## src/rtl/sdh_swrst_pkg.sv

```systemverilog
package sdh_swrst_pkg;

    // Status model bit positions
    localparam int ST_N          = 22;
    localparam int ST_BUF_RD_EN  = 0;
    localparam int ST_BUF_WR_EN  = 1;
    localparam int ST_RD_ACT     = 2;
    localparam int ST_WR_ACT     = 3;
    localparam int ST_DAT_ACT    = 4;
    localparam int ST_DAT_INH    = 5;
    localparam int ST_CMD_INH    = 6;
    localparam int ST_GAP_CONT   = 7;
    localparam int ST_GAP_STOP   = 8;
    localparam int ST_IRQ_RD_RDY = 9;
    localparam int ST_IRQ_WR_RDY = 10;
    localparam int ST_IRQ_DMA    = 11;
    localparam int ST_IRQ_GAP    = 12;
    localparam int ST_IRQ_XFER   = 13;
    localparam int ST_IRQ_CMD    = 14;
    localparam int ST_LVL_CMD    = 15;
    localparam int ST_LVL_DAT    = 16;
    localparam int ST_LVL_WP     = 17;
    localparam int ST_LVL_CD     = 18;
    localparam int ST_CARD_STBL  = 19;
    localparam int ST_CARD_IN    = 20;
    localparam int ST_IRQ_ERR    = 21;

    // Reset register bit positions (decoded by software, so fixed)
    localparam int RB_ALL = 0;
    localparam int RB_CMD = 1;
    localparam int RB_DAT = 2;

    function automatic logic [ST_N-1:0] st_bit(input int idx);
        return ST_N'(1) << idx;
    endfunction

    localparam logic [ST_N-1:0] DAT_MASK =
        st_bit(ST_BUF_RD_EN) | st_bit(ST_BUF_WR_EN) | st_bit(ST_RD_ACT) |
        st_bit(ST_WR_ACT) | st_bit(ST_DAT_ACT) | st_bit(ST_DAT_INH) |
        st_bit(ST_GAP_CONT) | st_bit(ST_GAP_STOP) | st_bit(ST_IRQ_RD_RDY) |
        st_bit(ST_IRQ_WR_RDY) | st_bit(ST_IRQ_DMA) | st_bit(ST_IRQ_GAP) |
        st_bit(ST_IRQ_XFER);

    localparam logic [ST_N-1:0] CMD_MASK = st_bit(ST_CMD_INH) | st_bit(ST_IRQ_CMD);

    localparam logic [ST_N-1:0] KEEP_MASK =
        st_bit(ST_LVL_CMD) | st_bit(ST_LVL_DAT) | st_bit(ST_LVL_WP) |
        st_bit(ST_LVL_CD) | st_bit(ST_CARD_STBL) | st_bit(ST_CARD_IN);

    localparam logic [ST_N-1:0] ALL_MASK = ~KEEP_MASK;

    typedef struct packed {
        logic dat;
        logic cmd;
        logic all;
    } rst_req_t;

endpackage

```

## src/rtl/sdh_swrst_reg.sv

```systemverilog
module sdh_swrst_reg
    import sdh_swrst_pkg::*;
#(
    parameter int          ADDR_W     = 8,
    parameter int unsigned REG_OFFSET = 'h2F
) (
    input  logic              clk_i,
    input  logic              rst_ni,
    input  logic              wr_en_i,
    input  logic [ADDR_W-1:0] wr_addr_i,
    input  logic [2:0]        wr_bits_i,
    input  logic              cap_valid_i,
    output rst_req_t          req_o
);

    rst_req_t req_d, req_q;
    logic     hit;

    always_comb begin
        hit       = wr_en_i && (wr_addr_i == ADDR_W'(REG_OFFSET));
        // Partial resets live for exactly one cycle per write.
        req_d.dat = hit && wr_bits_i[RB_DAT];
        req_d.cmd = hit && wr_bits_i[RB_CMD];
        // Full reset is sticky until the capability registers are valid.
        req_d.all = (req_q.all && !cap_valid_i) || (hit && wr_bits_i[RB_ALL]);
    end

    always_ff @(posedge clk_i or negedge rst_ni) begin
        if (!rst_ni) req_q <= '0;
        else         req_q <= req_d;
    end

    assign req_o = req_q;

endmodule

```

## src/rtl/sdh_swrst_fanout.sv

```systemverilog
module sdh_swrst_fanout
    import sdh_swrst_pkg::*;
(
    input  rst_req_t        req_i,
    output logic            dat_clr_o,
    output logic            cmd_clr_o,
    output logic            all_clr_o,
    output logic [ST_N-1:0] st_clr_o
);

    always_comb begin
        all_clr_o = req_i.all;
        dat_clr_o = req_i.dat || req_i.all;
        cmd_clr_o = req_i.cmd || req_i.all;
        st_clr_o  = '0;
        if (req_i.dat) st_clr_o = st_clr_o | DAT_MASK;
        if (req_i.cmd) st_clr_o = st_clr_o | CMD_MASK;
        if (req_i.all) st_clr_o = st_clr_o | ALL_MASK;
    end

endmodule

```

## src/rtl/sdh_swrst_state.sv

```systemverilog
module sdh_swrst_state
    import sdh_swrst_pkg::*;
#(
    parameter int DATA_W = 32,
    parameter int CAP_W  = 16,
    parameter int KEY_W  = 8
) (
    input  logic              clk_i,
    input  logic              rst_ni,
    input  logic [ST_N-1:0]   set_i,
    input  logic [ST_N-1:0]   clr_i,
    input  logic              dport_we_i,
    input  logic [DATA_W-1:0] dport_wdata_i,
    input  logic              dport_clr_i,
    input  logic              capc_we_i,
    input  logic [CAP_W-1:0]  capc_wdata_i,
    input  logic              capc_clr_i,
    output logic [ST_N-1:0]   status_o,
    output logic [DATA_W-1:0] dport_o,
    output logic [CAP_W-1:0]  capc_o
);

    localparam logic [CAP_W-1:0] KEY_KEEP = CAP_W'({KEY_W{1'b1}}) << (CAP_W - KEY_W);

    typedef struct packed {
        logic [ST_N-1:0]   st;
        logic [DATA_W-1:0] dp;
        logic [CAP_W-1:0]  cc;
    } model_t;

    model_t          mdl_d, mdl_q;
    logic [ST_N-1:0] st_nxt;

    // Per-bit next value: set events OR in, the clear mask wins.
    for (genvar i = 0; i < ST_N; i++) begin : g_st
        assign st_nxt[i] = (mdl_q.st[i] || set_i[i]) && !clr_i[i];
    end

    always_comb begin
        mdl_d    = mdl_q;
        mdl_d.st = st_nxt;
        if (dport_clr_i)     mdl_d.dp = '0;
        else if (dport_we_i) mdl_d.dp = dport_wdata_i;
        if (capc_clr_i)      mdl_d.cc = mdl_q.cc & KEY_KEEP;
        else if (capc_we_i)  mdl_d.cc = capc_wdata_i;
    end

    always_ff @(posedge clk_i or negedge rst_ni) begin
        if (!rst_ni) mdl_q <= '0;
        else         mdl_q <= mdl_d;
    end

    assign status_o = mdl_q.st;
    assign dport_o  = mdl_q.dp;
    assign capc_o   = mdl_q.cc;

endmodule

```

## src/rtl/sdh_swrst_ctrl.sv

```systemverilog
module sdh_swrst_ctrl
    import sdh_swrst_pkg::*;
#(
    parameter int          ADDR_W     = 8,
    parameter int unsigned REG_OFFSET = 'h2F,
    parameter int          DATA_W     = 32,
    parameter int          CAP_W      = 16,
    parameter int          KEY_W      = 8
) (
    input  logic              clk_i,
    input  logic              rst_ni,
    input  logic              wr_en_i,
    input  logic [ADDR_W-1:0] wr_addr_i,
    input  logic [7:0]        wr_data_i,
    output logic [7:0]        rdata_o,
    input  logic              cap_valid_i,
    input  logic [ST_N-1:0]   host_set_i,
    output logic [ST_N-1:0]   status_o,
    input  logic              dport_we_i,
    input  logic [DATA_W-1:0] dport_wdata_i,
    output logic [DATA_W-1:0] dport_o,
    input  logic              capc_we_i,
    input  logic [CAP_W-1:0]  capc_wdata_i,
    output logic [CAP_W-1:0]  capc_o,
    output logic              dat_clr_o,
    output logic              cmd_clr_o,
    output logic              all_clr_o,
    output logic              dma_rst_o
);

    rst_req_t        req;
    logic [ST_N-1:0] st_clr;
    logic            unused_wr_hi;

    assign unused_wr_hi = ^wr_data_i[7:3];

    sdh_swrst_reg #(
        .ADDR_W     (ADDR_W),
        .REG_OFFSET (REG_OFFSET)
    ) u_reg (
        .clk_i       (clk_i),
        .rst_ni      (rst_ni),
        .wr_en_i     (wr_en_i),
        .wr_addr_i   (wr_addr_i),
        .wr_bits_i   (wr_data_i[2:0]),
        .cap_valid_i (cap_valid_i),
        .req_o       (req)
    );

    sdh_swrst_fanout u_fan (
        .req_i     (req),
        .dat_clr_o (dat_clr_o),
        .cmd_clr_o (cmd_clr_o),
        .all_clr_o (all_clr_o),
        .st_clr_o  (st_clr)
    );

    sdh_swrst_state #(
        .DATA_W (DATA_W),
        .CAP_W  (CAP_W),
        .KEY_W  (KEY_W)
    ) u_state (
        .clk_i         (clk_i),
        .rst_ni        (rst_ni),
        .set_i         (host_set_i),
        .clr_i         (st_clr),
        .dport_we_i    (dport_we_i),
        .dport_wdata_i (dport_wdata_i),
        .dport_clr_i   (dat_clr_o),
        .capc_we_i     (capc_we_i),
        .capc_wdata_i  (capc_wdata_i),
        .capc_clr_i    (all_clr_o),
        .status_o      (status_o),
        .dport_o       (dport_o),
        .capc_o        (capc_o)
    );

    assign dma_rst_o = dat_clr_o;

    always_comb begin
        rdata_o         = '0;
        rdata_o[RB_DAT] = req.dat;
        rdata_o[RB_CMD] = req.cmd;
        rdata_o[RB_ALL] = req.all;
    end

endmodule

```

## config.mk

```make
export PLATFORM = sky130hd
export DESIGN_NAME = sdh_swrst_ctrl
export DESIGN_NICKNAME = d
export VERILOG_FILES = /design/src/rtl/sdh_swrst_pkg.sv /design/src/rtl/sdh_swrst_reg.sv /design/src/rtl/sdh_swrst_fanout.sv /design/src/rtl/sdh_swrst_state.sv /design/src/rtl/sdh_swrst_ctrl.sv
export SDC_FILE = /design/constraint.sdc
export NUM_CORES = 1
export LEC_CHECK = 0
export BUFFER_PORTS_ARGS = -buffer_cell sky130_fd_sc_hd__clkbuf_2
export CAP_MARGIN = 20
export CORE_ASPECT_RATIO = 1.5
export CORE_MARGIN = 2
export CORE_UTILIZATION = 46
export DETAILED_ROUTE_END_ITERATION = 7
export PLACE_DENSITY = 0.84
export SLEW_MARGIN = 20
export SYNTH_ARGS = -nofsm -noshare
export SYNTH_HDL_FRONTEND = slang
export SYNTH_SLANG_ARGS = --single-unit
```

## constraint.sdc

```tcl
create_clock -name clk_i -period 2.1 [get_ports clk_i]
set_input_delay 0.42 -clock clk_i [delete_from_list [all_inputs] [get_ports clk_i]]
set_output_delay 0.42 -clock clk_i [all_outputs]
set_load 0.01 [all_outputs]
```

==> results of run 1 <==
==> final timing paths <==
check	depth (start not counted)	start	endpoint	slack [ns]
setup / recovery	2	u_reg.req_o[0]	dat_clr_o	0.42
hold / removal	2	rst_ni	u_state.status_o[6]	0.09
setup reg to reg	3	u_reg.req_o[0]	u_state.capc_o[15]	0.71
hold reg to reg	1	u_state.status_o[15]	u_state.status_o[15]	0.47
max in group asynchronous	2	rst_ni	u_state.dport_o[9]	1.68
min in group clk_i	2	host_set_i[20]	u_state.status_o[20]	0.28
==> where the power goes <==
group	switching, mW	internal, mW
Clock	0.486	0.887
Sequential	0.0510	1.50
Combinational	0.206	0.208
==> kinds of logic (layout without fill, tap and decap cells) <==
logic type / count (synthesis) / in the layout / synth area share, %
other: 1 / 5 / 0.129
and+or+nand+nor: 86 / 86 / 13.0
muxes: 48 / 48 / 17.9
AOI/OAI and AO/OA: 1 / 1 / 0.302
DFF: 73 / 73 / 63.0
buffers and inverters: 20 / 185 / 5.65
==> placed cells by master (no fill, tap or decap), types with 2 or more instances in the layout <==
cell type  instances
conb_1             5
dfrtp_1           73
or2_2              7
nor2_1            72
and2_1             2
clkbuf_8          12
bufinv_16          3
buf_4              3
mux2i_1           40
buf_12             2
mux2_4             8
clkbuf_2         162
==> cell usage after synthesis <==
| master | count | area [um^2] |
|---|---|---|
| dfrtp_1 | 73 | 1830 |
| or2_2 | 7 | 43.8 |
| buf_2 | 2 | 10.0 |
| buf_4 | 9 | 67.6 |
| or2_1 | 1 | 6.26 |
| conb_1 | 1 | 3.75 |
| mux2i_1 | 40 | 400 |
| nor2_1 | 72 | 270 |
| nor2b_4 | 1 | 13.8 |
| nand4bb_1 | 1 | 11.3 |
| nor4b_2 | 1 | 15.0 |
| and2_1 | 2 | 12.5 |
| buf_6 | 7 | 78.8 |
| clkbuf_1 | 1 | 3.75 |
| mux2_4 | 8 | 120 |
| inv_1 | 1 | 3.75 |
| a22o_1 | 1 | 8.76 |
| nand3_1 | 1 | 5.00 |
==> metal layers <==
metal / routed length [um] / part of all wire, % / vias up / GRT usage, %
li1: - / - / 1053 / -
met1: 2210 / 37 / 1010 / 18.3
met2: 3260 / 54 / 100 / 31.5
met3: 365 / 6.1 / 13 / 3.78
met4: 151 / 2.5 / 0 / 8.75
met5: 0 / 0 / - / 0
==> per-stage QoR <==
step	total power, mW	worst slack (ns)	hold slack [ns]	utilization (%)	cell area [um^2]
3_5_place_dp	2.00	0.551	0.451	60.8	3730
6_report	3.34	0.425	0.0881	65.1	3990
4_1_cts	3.39	0.374	0.105	65.1	3990
2_1_floorplan	1.78	0.566	0.124	-	2920
3_3_place_gp	1.99	0.563	0.448	60.8	3730
5_1_grt	3.50	0.329	0.123	65.1	3990
==> final cells by class <==
cell class	instances	area, um^2
Fill cell	484	2140
Multi-Input combinational cell	140	926
Timing Repair Buffer	168	878
Inverter	1	3.75
Clock inverter	4	97.6
Sequential cell	73	1830
Clock buffer	12	165
Tap cell	74	92.6
==> worst max-delay path, cell delays in order, from the launching register on <==
cell and delay (ns):
dfrtp_1 0.44, or2_1 0.33, clkbuf_2 0.16
==> flip-flops by register name (all words and copies together) (netlist names) <==
register          cells
u_state.capc_o       16
u_state.dport_o      32
u_reg.req_o           3
u_state.status_o     22
==> impl_metrics.env, run 1 <==
export IMPL_cts_made_buffers=9
export IMPL_period_share_pct=79.8
export IMPL_cts_sinks=73
export IMPL_synth_seq_area_share_pct=63.0
export IMPL_clockBufferDepth=2
export IMPL_grt_pass1_vias=2093
export IMPL_routedWlPerCell_um=12.7
export IMPL_finalHoldViolCount=0
export IMPL_syn_inst=229
export IMPL_vias_per_cell=4.61
export IMPL_holdBufCountCts=0
export IMPL_antenna_left=0
export IMPL_drive_gt1_share_pct=50.5
export IMPL_finalSetupViolCount=0
export IMPL_initial_utilization_pct=47.3
export IMPL_start_kind="flop"
export IMPL_rsz0062_at_grt="false"
export IMPL_num_vias=2176
export IMPL_avgSynthCellArea_um2=12.7
export IMPL_die_area_um2=6970
export IMPL_htree_levels=3
export IMPL_core_um2=6130
export IMPL_p_leak_nw=2.14
export IMPL_finalSetupTns_ns=0
export IMPL_arrival_ns=1.26
export IMPL_insertion_delay_ns=0.32
export IMPL_fin_cells=472
export IMPL_crit_type="flop to output pin"
export IMPL_post_cts_resized=0
export IMPL_drc=0
export IMPL_ys_types=18
export IMPL_endpoint_kind="output pin"
export IMPL_area_growth_pct=37.5
export IMPL_cts_tree="built"
export IMPL_clock_skew_ns=0.00751
export IMPL_period_minus_slack_ns=1.68
export IMPL_status="complete, no violations"
export IMPL_dp_cells=456
export IMPL_synth_seq_cells=73
export IMPL_overflow=0
export IMPL_drt_wl_total_mm=5.99
export IMPL_crit_fanout=7
export IMPL_slew_violations=0
export IMPL_antenna_found_initial=0
export IMPL_yosys_warnings=0
export IMPL_std_cell_rows=35
export IMPL_die_h_um=101
export IMPL_max_cap_violations=0
export IMPL_netlist_area_um2=2900
export IMPL_grt_total_usage_pct=17.4
export IMPL_grt_max_degree=74
export IMPL_portBuffers=163
export IMPL_firstDrtPassIters=4
export IMPL_hold_path_class="input port to async pin"
export IMPL_nets=485
export IMPL_diodes=0
export IMPL_ios=174
export IMPL_die_w_um=68.8
export IMPL_dp_hpwl_mm=4.54
export IMPL_fmax_mhz=597
export IMPL_ir_worst_vdd_uv=642
export IMPL_crit_required_ns=1.68
export IMPL_clockRootBuffer="clkbuf_8"
export IMPL_gp_congestion=0.740
export IMPL_path_clk_slew_ns=0.07
export IMPL_drtIter0Drc=74
export IMPL_grt_first_pass_wirelength_mm=8.96
export IMPL_pwr_density_cell_nw_per_um2=837
export IMPL_postCtsSetupBuffers=0
Power figures use the tool's default switching activity.
==> run 2, diff against run 1 <==
- CORE_UTILIZATION: 46 -> 39
- PLACE_DENSITY: 0.84 -> 0.76
- clock period: 2.1 -> 1.4 ns (I/O delays scaled with it)
==> impl_metrics.env, run 2 (synthesis gave the netlist of run 1 again) <==
export IMPL_overflow=0
export IMPL_clock_skew_ns=0.00738
export IMPL_clockRootBuffer="clkbuf_8"
export IMPL_ir_worst_vdd_uv=729
export IMPL_cts_made_buffers=9
export IMPL_place_ws_ns=0.0984
export IMPL_start_kind="flop"
export IMPL_layout_common_cells="clkbuf_2 (160), nor2_1 (72), dfrtp_1 (72), mux2i_1 (40), clkbuf_8 (11)"
export IMPL_cts_sinks=73
export IMPL_pwr_share_seq_pct=49.4
export IMPL_rsz0062_at_grt="true"
export IMPL_ios=174
export IMPL_crit_slowest_cell="dfrtp_2"
export IMPL_crit_buf_inv=1
export IMPL_p_sw_mw=1.08
export IMPL_grt_first_pass_wirelength_mm=9.09
export IMPL_antenna_left=0
export IMPL_nets=490
export IMPL_r2r_cells=3
export IMPL_worst_path_stages=2
export IMPL_final_common_cell="clkbuf_2"
export IMPL_grt_pass1_vias=2085
export IMPL_fin_cells=501
export IMPL_dp_cells=483
export IMPL_routedWlPerCell_um=12.3
export IMPL_antenna_found_initial=0
export IMPL_firstDrtPassIters=4
export IMPL_die_w_um=74.4
export IMPL_finalHoldViolCount=0
export IMPL_endpoint_kind="output pin"
export IMPL_pwr_share_clk_pct=37.5
export IMPL_arrival_ns=1.13
export IMPL_layout_setup_ws_ns=-0.0149
export IMPL_max_stage_delay_ns=0.42
export IMPL_drt_wl_total_mm=6.18
export IMPL_drtIter0Drc=57
export IMPL_largest_reg_flops=32
export IMPL_final_util_pct=55.9
export IMPL_hold_path_class="input port to flop"
export IMPL_crit_type="flop to output pin"
export IMPL_dp_hpwl_mm=4.58
export IMPL_grt_total_usage_pct=15.1
export IMPL_finalSetupViolCount=2
export IMPL_crit_fanout=3
export IMPL_std_cell_rows=38
export IMPL_vias_per_cell=4.42
export IMPL_portBuffers=163
export IMPL_crit_required_ns=1.12
export IMPL_core_um2=7230
export IMPL_num_vias=2216
export IMPL_insertion_delay_ns=0.33
export IMPL_cts_tree="built"
export IMPL_period_share_pct=101
export IMPL_max_cap_violations=0
export IMPL_slew_violations=0
export IMPL_die_area_um2=8160
export IMPL_p_comb_share_pct=13.2
export IMPL_area_growth_pct=39.2
export IMPL_initial_utilization_pct=40.1
export IMPL_drc=0
export IMPL_status="finished with violations"
export IMPL_switching_share_pct=22.8
export IMPL_htree_levels=3
export IMPL_die_h_um=110
export IMPL_fmax_mhz=707
export IMPL_whs_path_depth=2
export IMPL_power_internal_mw=3.65
export IMPL_diodes=0
export IMPL_clockBufferDepth=2
export IMPL_period_minus_slack_ns=1.41
export IMPL_gp_congestion=0.692
export IMPL_path_clk_slew_ns=0.07
export IMPL_p_leak_nw=2.15
export IMPL_failed_checks="setup timing"
export IMPL_pwr_density_cell_nw_per_um2=1170
export IMPL_drive_gt1_share_pct=51.1
export IMPL_worstPathCellList="or2_4 > clkbuf_2"
export IMPL_grt_max_degree=74
export IMPL_critPathTopFamily="flip-flops"
[run 2: cell count changes in the layout (fill, tap and decap cells not counted), sizes merged]
cell / before / now
buf: 6 / 12
bufinv: 3 / 2
clkbuf: 174 / 171
clkinv: 0 / 1
clkinvlp: 1 / 0
dlygate4sd3: 0 / 1
[run 2: area by class of cell]
cell class	instances	area, um^2
Fill cell	650	3190
Sequential cell	73	1830
Timing Repair Buffer	173	935
Multi-Input combinational cell	140	931
Clock buffer	11	151
Tap cell	100	125
Clock inverter	3	65.1
Inverter	1	3.75
[run 2: per-stage QoR]
stage          total power [mW]  cell area, um^2  hold WS, ns  setup TNS, ns
5_1_grt                    4.95             4040        0.109         -0.194
3_5_place_dp               3.00             3770        0.346              0
6_report                   4.72             4040        0.138        -0.0285
3_3_place_gp               2.99             3770        0.326              0
2_1_floorplan              2.67             2920      -0.0156              0
4_1_cts                    4.80             4040        0.115         -0.203
[run 2: metal layers]
metal,routed length (um),part of all wire (%),global-route usage (%)
met1,2390,39,16.4
met2,3240,52,26.0
met3,423,6.8,3.39
met4,131,2.1,9.18
met5,0,0,0
[run 2: path summary, 6_finish.rpt]
kind	slack [ns]	start	end
min	0.14	host_set_i[18]	u_state.status_o[18]
min in group asynchronous	0.51	rst_ni	u_state.status_o[19]
max reg2reg	0.09	u_reg.req_o[0]	u_state.capc_o[12]
min reg2reg	0.47	u_state.status_o[18]	u_state.status_o[18]
max	-0.01	u_reg.req_o[0]	dma_rst_o
max in group asynchronous	0.56	rst_ni	u_state.dport_o[0]
[run 2: repair_timing]
item                                   4_1_cts  5_1_grt
pin swaps                                    1        1
setup endpoints to repair                    5        5
endpoints found under the hold margin       73        0
resized for setup                            6        4
setup buffers                                4        0
hold buffers                                 1        0
[run 2: power groups by stage]
stage / sequential, mW / clock [mW] / combinational (mW)
finish: 2.33 / 1.77 / 0.622
global route: 2.35 / 1.91 / 0.693
detailed placement: 2.37 / 0 / 0.634
floorplan: 2.44 / 0 / 0.229
CTS: 2.33 / 1.83 / 0.637
global placement: 2.37 / 0 / 0.619
[run 2: worst register-to-register path, stage by stage (launching register included)]
cell and delay, ns:
dfrtp_2 0.42, buf_6 0.14, nor2b_4 0.31, mux2_4 0.34
